### config.mk
export PLATFORM = sky130hd
export DESIGN_NAME = ptp_snap_unit
export DESIGN_NICKNAME = d
export VERILOG_FILES = /design/src/rtl/ptp_snap_pkg.sv /design/src/rtl/ptp_snap_slot.sv /design/src/rtl/ptp_snap_regs.sv /design/src/rtl/ptp_snap_unit.sv
export SDC_FILE = /design/constraint.sdc
export NUM_CORES = 1
export LEC_CHECK = 0
export BUFFER_PORTS_ARGS = -buffer_cell sky130_fd_sc_hd__buf_4
export CORE_MARGIN = 3
export CORE_UTILIZATION = 45
export CTS_BUF_LIST = sky130_fd_sc_hd__clkbuf_8 sky130_fd_sc_hd__clkbuf_16
export DETAILED_ROUTE_END_ITERATION = 7
export PLACE_DENSITY = 0.67
export SLEW_MARGIN = 40
export SYNTH_ARGS = -nofsm -noshare
export SYNTH_HDL_FRONTEND = slang
export SYNTH_SLANG_ARGS = --single-unit
### constraint.sdc
create_clock -name clk -period 2.9 [get_ports clk]
set_clock_uncertainty 0.05 [all_clocks]
set_input_delay 0.145 -clock clk [delete_from_list [all_inputs] [get_ports clk]]
set_output_delay 0.145 -clock clk [all_outputs]
set_load 0.05 [all_outputs]
### src/rtl/ptp_snap_pkg.sv
package ptp_snap_pkg;

    localparam int REG_W  = 32;
    localparam int TIME_W = 2 * REG_W;
    localparam int ADDR_W = 3;
    localparam int N_DIR  = 2;       // 0 = transmit, 1 = receive

    typedef enum logic [1:0] {
        KIND_SYNC  = 2'd0,
        KIND_DREQ  = 2'd1,
        KIND_FUP   = 2'd2,
        KIND_OTHER = 2'd3
    } msg_kind_e;

    localparam logic [ADDR_W-1:0] ADR_CTRL  = 3'd0;
    localparam logic [ADDR_W-1:0] ADR_EVENT = 3'd1;
    localparam logic [ADDR_W-1:0] ADR_TX_LO = 3'd2;
    localparam logic [ADDR_W-1:0] ADR_TX_HI = 3'd3;
    localparam logic [ADDR_W-1:0] ADR_RX_LO = 3'd4;
    localparam logic [ADDR_W-1:0] ADR_RX_HI = 3'd5;

    typedef struct packed {
        logic inhibit;   // bit 1
        logic master;    // bit 0
    } ctrl_t;

    typedef struct packed {
        logic dreq;      // bit 1
        logic sync;      // bit 0
    } event_t;

    // Kind of message a direction timestamps for the given role
    function automatic msg_kind_e slot_kind(input logic master, input logic is_tx);
        if (is_tx) return master ? KIND_SYNC : KIND_DREQ;
        else       return master ? KIND_DREQ : KIND_SYNC;
    endfunction

endpackage

### src/rtl/ptp_snap_slot.sv
module ptp_snap_slot
    import ptp_snap_pkg::*;
#(
    parameter int W = TIME_W
) (
    input  logic         clk,
    input  logic         rst,
    input  logic         cap_i,
    input  logic         done_i,
    input  logic         err_i,
    input  logic [W-1:0] time_i,
    output logic [W-1:0] snap_o,
    output logic         lock_o
);

    logic pending_q;

    always_ff @(posedge clk) begin
        if (rst) begin
            snap_o    <= '0;
            pending_q <= 1'b0;
        end else begin
            if (done_i) pending_q <= 1'b0;
            if (cap_i) begin
                snap_o    <= time_i;
                pending_q <= 1'b1;
            end
        end
    end

    // clean end of a frame that was captured
    assign lock_o = done_i && pending_q && !err_i;

    AST_CAPTURE_VALUE: assert property (@(posedge clk) disable iff (rst)
        cap_i |=> (snap_o == $past(time_i)));
    AST_HOLD_IDLE: assert property (@(posedge clk) disable iff (rst)
        !cap_i |=> $stable(snap_o));

endmodule

### src/rtl/ptp_snap_regs.sv
module ptp_snap_regs
    import ptp_snap_pkg::*;
(
    input  logic              clk,
    input  logic              rst,
    input  logic              wr_i,
    input  logic [ADDR_W-1:0] addr_i,
    input  logic [REG_W-1:0]  wdata_i,
    input  logic              set_sync_i,
    input  logic              set_dreq_i,
    input  logic [TIME_W-1:0] tx_snap_i,
    input  logic [TIME_W-1:0] rx_snap_i,
    output ctrl_t             ctrl_o,
    output event_t            ev_o,
    output logic [REG_W-1:0]  rdata_o
);

    logic   wr_ctrl, wr_ev;
    event_t clr;
    logic   unused_wdata;

    assign wr_ctrl      = wr_i && (addr_i == ADR_CTRL);
    assign wr_ev        = wr_i && (addr_i == ADR_EVENT);
    assign clr.sync     = wr_ev && wdata_i[0];
    assign clr.dreq     = wr_ev && wdata_i[1];
    assign unused_wdata = ^wdata_i[REG_W-1:2];

    always_ff @(posedge clk) begin
        if (rst) begin
            ctrl_o <= '0;
            ev_o   <= '0;
        end else begin
            if (wr_ctrl) ctrl_o <= ctrl_t'(wdata_i[1:0]);
            // set has priority over a same-cycle clear
            ev_o.sync <= set_sync_i | (ev_o.sync & ~clr.sync);
            ev_o.dreq <= set_dreq_i | (ev_o.dreq & ~clr.dreq);
        end
    end

    always_comb begin
        rdata_o = '0;
        case (addr_i)
            ADR_CTRL:  rdata_o = {{(REG_W-2){1'b0}}, ctrl_o};
            ADR_EVENT: rdata_o = {{(REG_W-2){1'b0}}, ev_o};
            ADR_TX_LO: rdata_o = tx_snap_i[REG_W-1:0];
            ADR_TX_HI: rdata_o = tx_snap_i[TIME_W-1:REG_W];
            ADR_RX_LO: rdata_o = rx_snap_i[REG_W-1:0];
            ADR_RX_HI: rdata_o = rx_snap_i[TIME_W-1:REG_W];
            default:   rdata_o = '0;
        endcase
    end

    AST_EV_STICKY: assert property (@(posedge clk) disable iff (rst)
        (ev_o.sync && !(wr_i && addr_i == ADR_EVENT && wdata_i[0])) |=> ev_o.sync);
    AST_SET_WINS: assert property (@(posedge clk) disable iff (rst)
        set_dreq_i |=> ev_o.dreq);

endmodule

### src/rtl/ptp_snap_unit.sv
module ptp_snap_unit
    import ptp_snap_pkg::*;
(
    input  logic              clk,
    input  logic              rst,
    input  logic [TIME_W-1:0] sys_time,
    input  logic              tx_det,
    input  logic [1:0]        tx_kind,
    input  logic              tx_done,
    input  logic              tx_err,
    input  logic              rx_det,
    input  logic [1:0]        rx_kind,
    input  logic              rx_done,
    input  logic              rx_err,
    input  logic              reg_wr,
    input  logic [ADDR_W-1:0] reg_addr,
    input  logic [REG_W-1:0]  reg_wdata,
    output logic [REG_W-1:0]  reg_rdata
);

    ctrl_t       ctrl;
    event_t      ev;
    logic        det  [N_DIR];
    msg_kind_e   kind [N_DIR];
    logic        done [N_DIR];
    logic        err  [N_DIR];
    msg_kind_e   want [N_DIR];
    logic        blocked [N_DIR];
    logic        cap  [N_DIR];
    logic        lock [N_DIR];
    logic [TIME_W-1:0] snap [N_DIR];
    logic        set_sync, set_dreq;

    assign det[0]  = tx_det;   assign det[1]  = rx_det;
    assign kind[0] = msg_kind_e'(tx_kind);
    assign kind[1] = msg_kind_e'(rx_kind);
    assign done[0] = tx_done;  assign done[1] = rx_done;
    assign err[0]  = tx_err;   assign err[1]  = rx_err;

    for (genvar d = 0; d < N_DIR; d++) begin : g_dir
        assign want[d]    = slot_kind(ctrl.master, d == 0);
        assign blocked[d] = !ctrl.inhibit && ((want[d] == KIND_SYNC) ? ev.sync : ev.dreq);
        assign cap[d]     = det[d] && (kind[d] == want[d]) && !blocked[d];

        ptp_snap_slot #(.W(TIME_W)) slot_i (
            .clk    (clk),
            .rst    (rst),
            .cap_i  (cap[d]),
            .done_i (done[d]),
            .err_i  (err[d]),
            .time_i (sys_time),
            .snap_o (snap[d]),
            .lock_o (lock[d])
        );
    end

    assign set_sync = (lock[0] && want[0] == KIND_SYNC) || (lock[1] && want[1] == KIND_SYNC);
    assign set_dreq = (lock[0] && want[0] == KIND_DREQ) || (lock[1] && want[1] == KIND_DREQ);

    ptp_snap_regs regs_i (
        .clk        (clk),
        .rst        (rst),
        .wr_i       (reg_wr),
        .addr_i     (reg_addr),
        .wdata_i    (reg_wdata),
        .set_sync_i (set_sync),
        .set_dreq_i (set_dreq),
        .tx_snap_i  (snap[0]),
        .rx_snap_i  (snap[1]),
        .ctrl_o     (ctrl),
        .ev_o       (ev),
        .rdata_o    (reg_rdata)
    );

    AST_EVENT_NEEDS_CLEAN_END: assert property (@(posedge clk) disable iff (rst)
        $rose(ev.sync) |-> $past((tx_done && !tx_err) || (rx_done && !rx_err)));
    AST_FUP_NO_CAPTURE: assert property (@(posedge clk) disable iff (rst)
        (tx_det && tx_kind >= 2'd2) |=> $stable(snap[0]));
    AST_LOCK_HOLD: assert property (@(posedge clk) disable iff (rst)
        (ctrl.master && !ctrl.inhibit && ev.sync) |=> $stable(snap[0]));

endmodule

======== After elaboration in Yosys (flattened, before gate mapping) ========
Index checks and enable logic that the tools add are counted.
word-level totals
  register bits after elaboration ......... 134
  input port bits ......................... 112
  output and inout port bits .............. 32
operators by class
  equal/unequal tests ..................... 9
  muxes and demuxes ....................... 9
  bitwise operators ....................... 6
  reduce and logical (&&, ||, !) cells .... 30
operators by type and width
  kind                                                 count
  one-hot mux 32 bit (6 select lines)                  1
  logical AND 1 bit                                    18
  two-way mux 1 bit                                    8
  equality test 3 x 2 -> 1 bit, second input constant  2
  equality test 3 bit, second input constant           2
  zero test 1 bit                                      5
  equality test 2 x 1 -> 1 bit                         2
  zero test 2 bit                                      2
  nonzero test 2 bit                                   2
  equality test 3 x 1 -> 1 bit, second input constant  1
  zero test 3 bit                                      1
  bitwise AND 1 bit                                    2
  equality test 1 bit, second input constant           2
  logical OR 1 bit                                     2
  NOT 1 bit                                            2
  OR 1 bit                                             2

======== Longest topological paths before layout ========
  depth in word-level cells ............... 7
  depth in mapped cells ................... 6
  gate-level depth less buffers ........... 3

======== Hierarchy ========
From an unflattened synthesis, not the netlist that was laid out.
unflattened totals
  cells, all modules ...................... 574
  area total of the unflattened synthesis .. 6,035.8 um^2
by module, submodules not included
  module         instances  cells each  area an instance (um^2)  sequential area each (um^2)
  ptp_snap_slot  2          212         2,352.3                  1,301.2
  ptp_snap_regs  1          138         1,237.4                  80.1
  ptp_snap_unit  1          12          93.8                     0.0

======== Least setup slack after synthesis ========
No wires, ideal clock.
  path kind ............................... input to output
  start ................................... input reg_addr[0]
  end ..................................... output reg_rdata[0]
  data arrival time ....................... 1,650 ps
  required time ........................... 2,705 ps
  path slack .............................. 1,055 ps
  stages on the path ...................... 5
  path buffers ............................ 3
  path through ............................ clkbuf_1 -> buf_2 -> buf_4 -> a22oi_1 -> o221ai_1
on the way
  longest elaborated chain between the ends .. 2
RTL lines
  element                                      line                 RTL
  start: declaration                           ptp_snap_unit.sv:16  input logic [ADDR_W-1:0] reg_addr,
  equality test 3 bit (tied with other cells)  ptp_snap_regs.sv:42  case (addr_i)
  one-hot mux 32 bit (6 select lines) *        ptp_snap_regs.sv:42
  end: declaration                             ptp_snap_unit.sv:18  output logic [REG_W-1:0] reg_rdata
Every way passes the cells marked *; elsewhere a longest branch is shown, timed or not.

======== Final worst setup path ========
  start ................................... register regs_i.ctrl_o[0] (netlist name)
  end ..................................... register g_dir[1].slot_i.snap_o[27]
on the way
  longest elaborated chain between the ends .. 6
RTL lines
  element                   line                 RTL
  start: declaration        ptp_snap_regs.sv:13  output ctrl_t ctrl_o,
  start signal: assignment  ptp_snap_regs.sv:33  if (wr_ctrl) ctrl_o <= ctrl_t'(wdata_i[1:0]);
  two-way mux 1 bit *       ptp_snap_pkg.sv:35   else return master ? KIND_DREQ : KIND_SYNC;
  zero test 2 bit           ptp_snap_unit.sv:42  assign blocked[d] = !ctrl.inhibit && ((want[d] == KIND_SYNC) ? ev.sync : ev.dreq);
  two-way mux 1 bit         ptp_snap_unit.sv:42
  logical AND 1 bit         ptp_snap_unit.sv:42
  zero test 1 bit           ptp_snap_unit.sv:43  assign cap[d] = det[d] && (kind[d] == want[d]) && !blocked[d];
  logical AND 1 bit *       ptp_snap_unit.sv:43
  end signal: assignment    ptp_snap_slot.sv:25  snap_o <= time_i;
  end: declaration          ptp_snap_slot.sv:12  output logic [W-1:0] snap_o,
Marked as above.
A chain may end at the register's enable or synchronous reset.

==> flow_metrics.py <==
metrics = {
    "logic_synthesis": {
        "post_synthesis_mean_instance_area_um2": 10.4,
        "synth_seq_cells": 134,
        "synth_cell_types": 28,
        "synth-edff-count": 0,
        "synthArstFlopShare": 0,
        "synth_top_family_by_area": "multiplexers",
        "portion_of_the_post_synthesis_area_used_by_sequential_elements": 0.403,
        "synthXorXnorAreaFrac": 0.00376,
        "synth_simple_gate_area_share": 0.197,
        "dominantRegCellSynth": "sky130_fd_sc_hd__dfxtp_1",
        "synthesis.area_mm2": 0.00666,
        "postSynthCellCount": 640,
        "synthesis.yosys.warnings": 0,
        "synth.net_count": 752,
        "post_synth_fa_ha_maj_area_fraction": 0,
        "synth_compound_area_frac": 0.0428,
        "synthMuxAreaShare": 0.298,
    },
    "detailed_routing": {
        "drt-total-wl_mm": 15.6,
        "antenna_violating_nets_post_route": 0,
        "wire_length_per_cell_um": 15.7,
        "drc": 0,
        "vias": 5011,
        "routed_via_density": 5.04,
        "first_iter_violations": 242,
        "drt-pass1-iter-count": 5,
    },
    "worst_setup_path": {
        "critPathKind": "flip-flop to flip-flop",
        "timing.critical_path.arrival_ns": 2.37,
        "critical_path_required_ns": 3.20,
        "timing.critical_path.to_type": "flip-flop",
        "critPathMaxFanout": 26,
        "cp-start-kind": "flip-flop",
    },
    "global_route": {
        "grt_pass1_vias": 5156,
        "antenna_found_initial": 0,
        "largest_net_degree_at_the_start_of_global_routing": 91,
        "grt_overflow_total": 0,
        "groute.usage.overall": 0.194,
        "global_route_wire_length_before_repair_mm": 25.0,
    },
    "die": {
        "design.portCount": 144,
        "placeable_core_region_mm2": 0.0142,
        "floorplan.initialDensity": 0.469,
        "design.die.area_mm2": 0.0163,
        "fp.dieH_um": 128,
        "die_w_um": 128,
        "floorplan.rows": 43,
    },
    "clock_tree": {
        "cts_buffer_depth": 2,
        "numCtsBuffers": 17,
        "ctsRootBufferMaster": "sky130_fd_sc_hd__clkbuf_16",
        "clock_latency_ns": 0.42,
        "tritoncts": "done",
        "clock_tree.htree_level_count": 4,
        "clk_pin_slew_ns": 0.06,
        "cts_setup_buffers": 0,
        "cts.sink_count": 134,
    },
    "flow_run": {
        "drv_cap": 0,
    },
    "timing": {
        "worstMarginPinSlew_ns": 0.646,
        "max_freq_mhz": 482,
        "number_of_endpoints_failing_setup_at_the_final_stage": 0,
        "setup_repair_after_global_routing_missed_its_margin": "false",
        "period_share": 0.715,
        "slew_headroom": 0.569,
        "period_minus_slack_ns": 2.07,
        "timing_max_transition_violations_final": 0,
        "timing.final.hold_violations": 0,
        "fin_tns_setup_ns": 0,
    },
    "placed_design": {
        "post-place-cells": 893,
        "dp_hpwl_mm": 9.47,
        "place.gp.congestion": 0.734,
        "port_buffers": 113,
    },
    "layout": {
        "layout.cells.most_common_list": "196 x sky130_fd_sc_hd__nand2b_1, 195 x sky130_fd_sc_hd__mux2i_1, 134 x sky130_fd_sc_hd__dfxtp_1",
        "layout-drive-gt1-share": 0.200,
        "layout.cells.most_common": "sky130_fd_sc_hd__nand2b_1",
        "finalNonFillerCells": 994,
        "fin_nets": 912,
        "area_delta_synth_final_pct": 33.0,
    },
    "power_and_ir_drop": {
        "vdd_drop_max_mv": 0.465,
        "power_per_cell_area_mw_per_mm2": 554,
        "power.leakage_nw": 3.85,
    },
    "min_path": {
        "min-delay-path-class": "primary input to flip-flop",
    },
    "outcome": {
        "run_status": "finished clean",
    },
}
## area by class of cell
class	count	area (um2)
Clock inverter	15	229
Inverter	3	11.3
Tap cell	180	225
Timing Repair Buffer	193	1660
Fill cell	1183	5340
Clock buffer	17	425
Sequential cell	134	2680
Multi-Input combinational cell	451	3630
Antenna cell	1	2.50
## worst paths after layout
check	startpoint	endpoint	slack [ns]	cells after the start
worst max register to register	regs_i.ctrl_o[0]	g_dir[1].slot_i.snap_o[27]	0.83	4
worst max-delay path	regs_i.ctrl_o[0]	g_dir[1].slot_i.snap_o[27]	0.83	4
worst min-delay path	reg_addr[1]	regs_i.ctrl_o[1]	0.12	4
worst min register to register	g_dir[1].slot_i.pending_q	g_dir[1].slot_i.pending_q	0.42	2
## Yosys cell counts (2+ instances only)
master,n,area [um2]
sky130_fd_sc_hd__nand2b_1,196,1230
sky130_fd_sc_hd__mux2i_1,195,1950
sky130_fd_sc_hd__dfxtp_1,134,2680
sky130_fd_sc_hd__o22ai_1,31,194
sky130_fd_sc_hd__clkbuf_1,29,109
sky130_fd_sc_hd__buf_6,8,90.1
sky130_fd_sc_hd__buf_4,6,45.0
sky130_fd_sc_hd__a21oi_1,5,25.0
sky130_fd_sc_hd__buf_12,4,80.1
sky130_fd_sc_hd__buf_2,4,20.0
sky130_fd_sc_hd__and3b_1,3,26.3
sky130_fd_sc_hd__inv_1,3,11.3
sky130_fd_sc_hd__nor2_1,3,11.3
sky130_fd_sc_hd__nor2b_1,3,18.8
sky130_fd_sc_hd__o211a_1,2,20.0
sky130_fd_sc_hd__o21ai_0,2,10.0
## metrics by stage
stage / cell area [um2] / power [mW] / utilization / hold slack (ns) / setup WS, ns
6_report: 8860 / 4.91 / 0.624 / 0.122 / 0.827
3_3_place_gp: 7520 / 2.49 / 0.530 / 0.353 / 0.883
4_1_cts: 8860 / 4.97 / 0.624 / 0.105 / 0.828
2_1_floorplan: 6660 / 2.34 / - / 0.242 / 1.06
3_5_place_dp: 7520 / 2.51 / 0.530 / 0.357 / 0.834
5_1_grt: 8860 / 5.09 / 0.624 / 0.146 / 0.659
## critical path, cell delays in order (launching register included)
cell,delay [ns]
sky130_fd_sc_hd__dfxtp_1,0.60
sky130_fd_sc_hd__mux2i_1,0.32
sky130_fd_sc_hd__o211a_4,0.50
sky130_fd_sc_hd__buf_12,0.29
sky130_fd_sc_hd__mux2i_1,0.23
## power breakdown
| group | total, mW | internal [mW] | switching (mW) |
|---|---|---|---|
| clock network | 2.37 | 1.53 | 0.837 |
| logic | 0.592 | 0.315 | 0.277 |
| registers | 1.95 | 1.91 | 0.0364 |
| total | 4.91 | 3.76 | 1.15 |
## metal layers
metal  up-vias  GRT usage  share of wire
met2        99      0.316           0.48
met5         -          0              0
met4         0     0.0899          0.015
met3        19     0.0404          0.036
li1       2516          -              -
met1      2377      0.247           0.47
## sequential cells by signal, summed over array words and instances, names as in the netlist
register,flops
regs_i.ev_o,2
regs_i.ctrl_o,2
g_dir.slot_i.snap_o,128
g_dir.slot_i.pending_q,2
## cells by family (layout without fill, tap and decap cells)
logic type / after synthesis / in the layout
buffers and inverters: 55 / 228
AOI/OAI and AO/OA: 44 / 44
other: 0 / 1
muxes: 197 / 197
xor gates and xnor gates: 2 / 2
and+or+nand+nor: 208 / 208
DFF: 134 / 134
## timing repair
item,in CTS,in global routing
endpoints found under the hold margin,130,0
hold buffers,68,0
setup endpoints to repair,0,0
resized for setup,0,0
(Power assumes the default switching activity.)
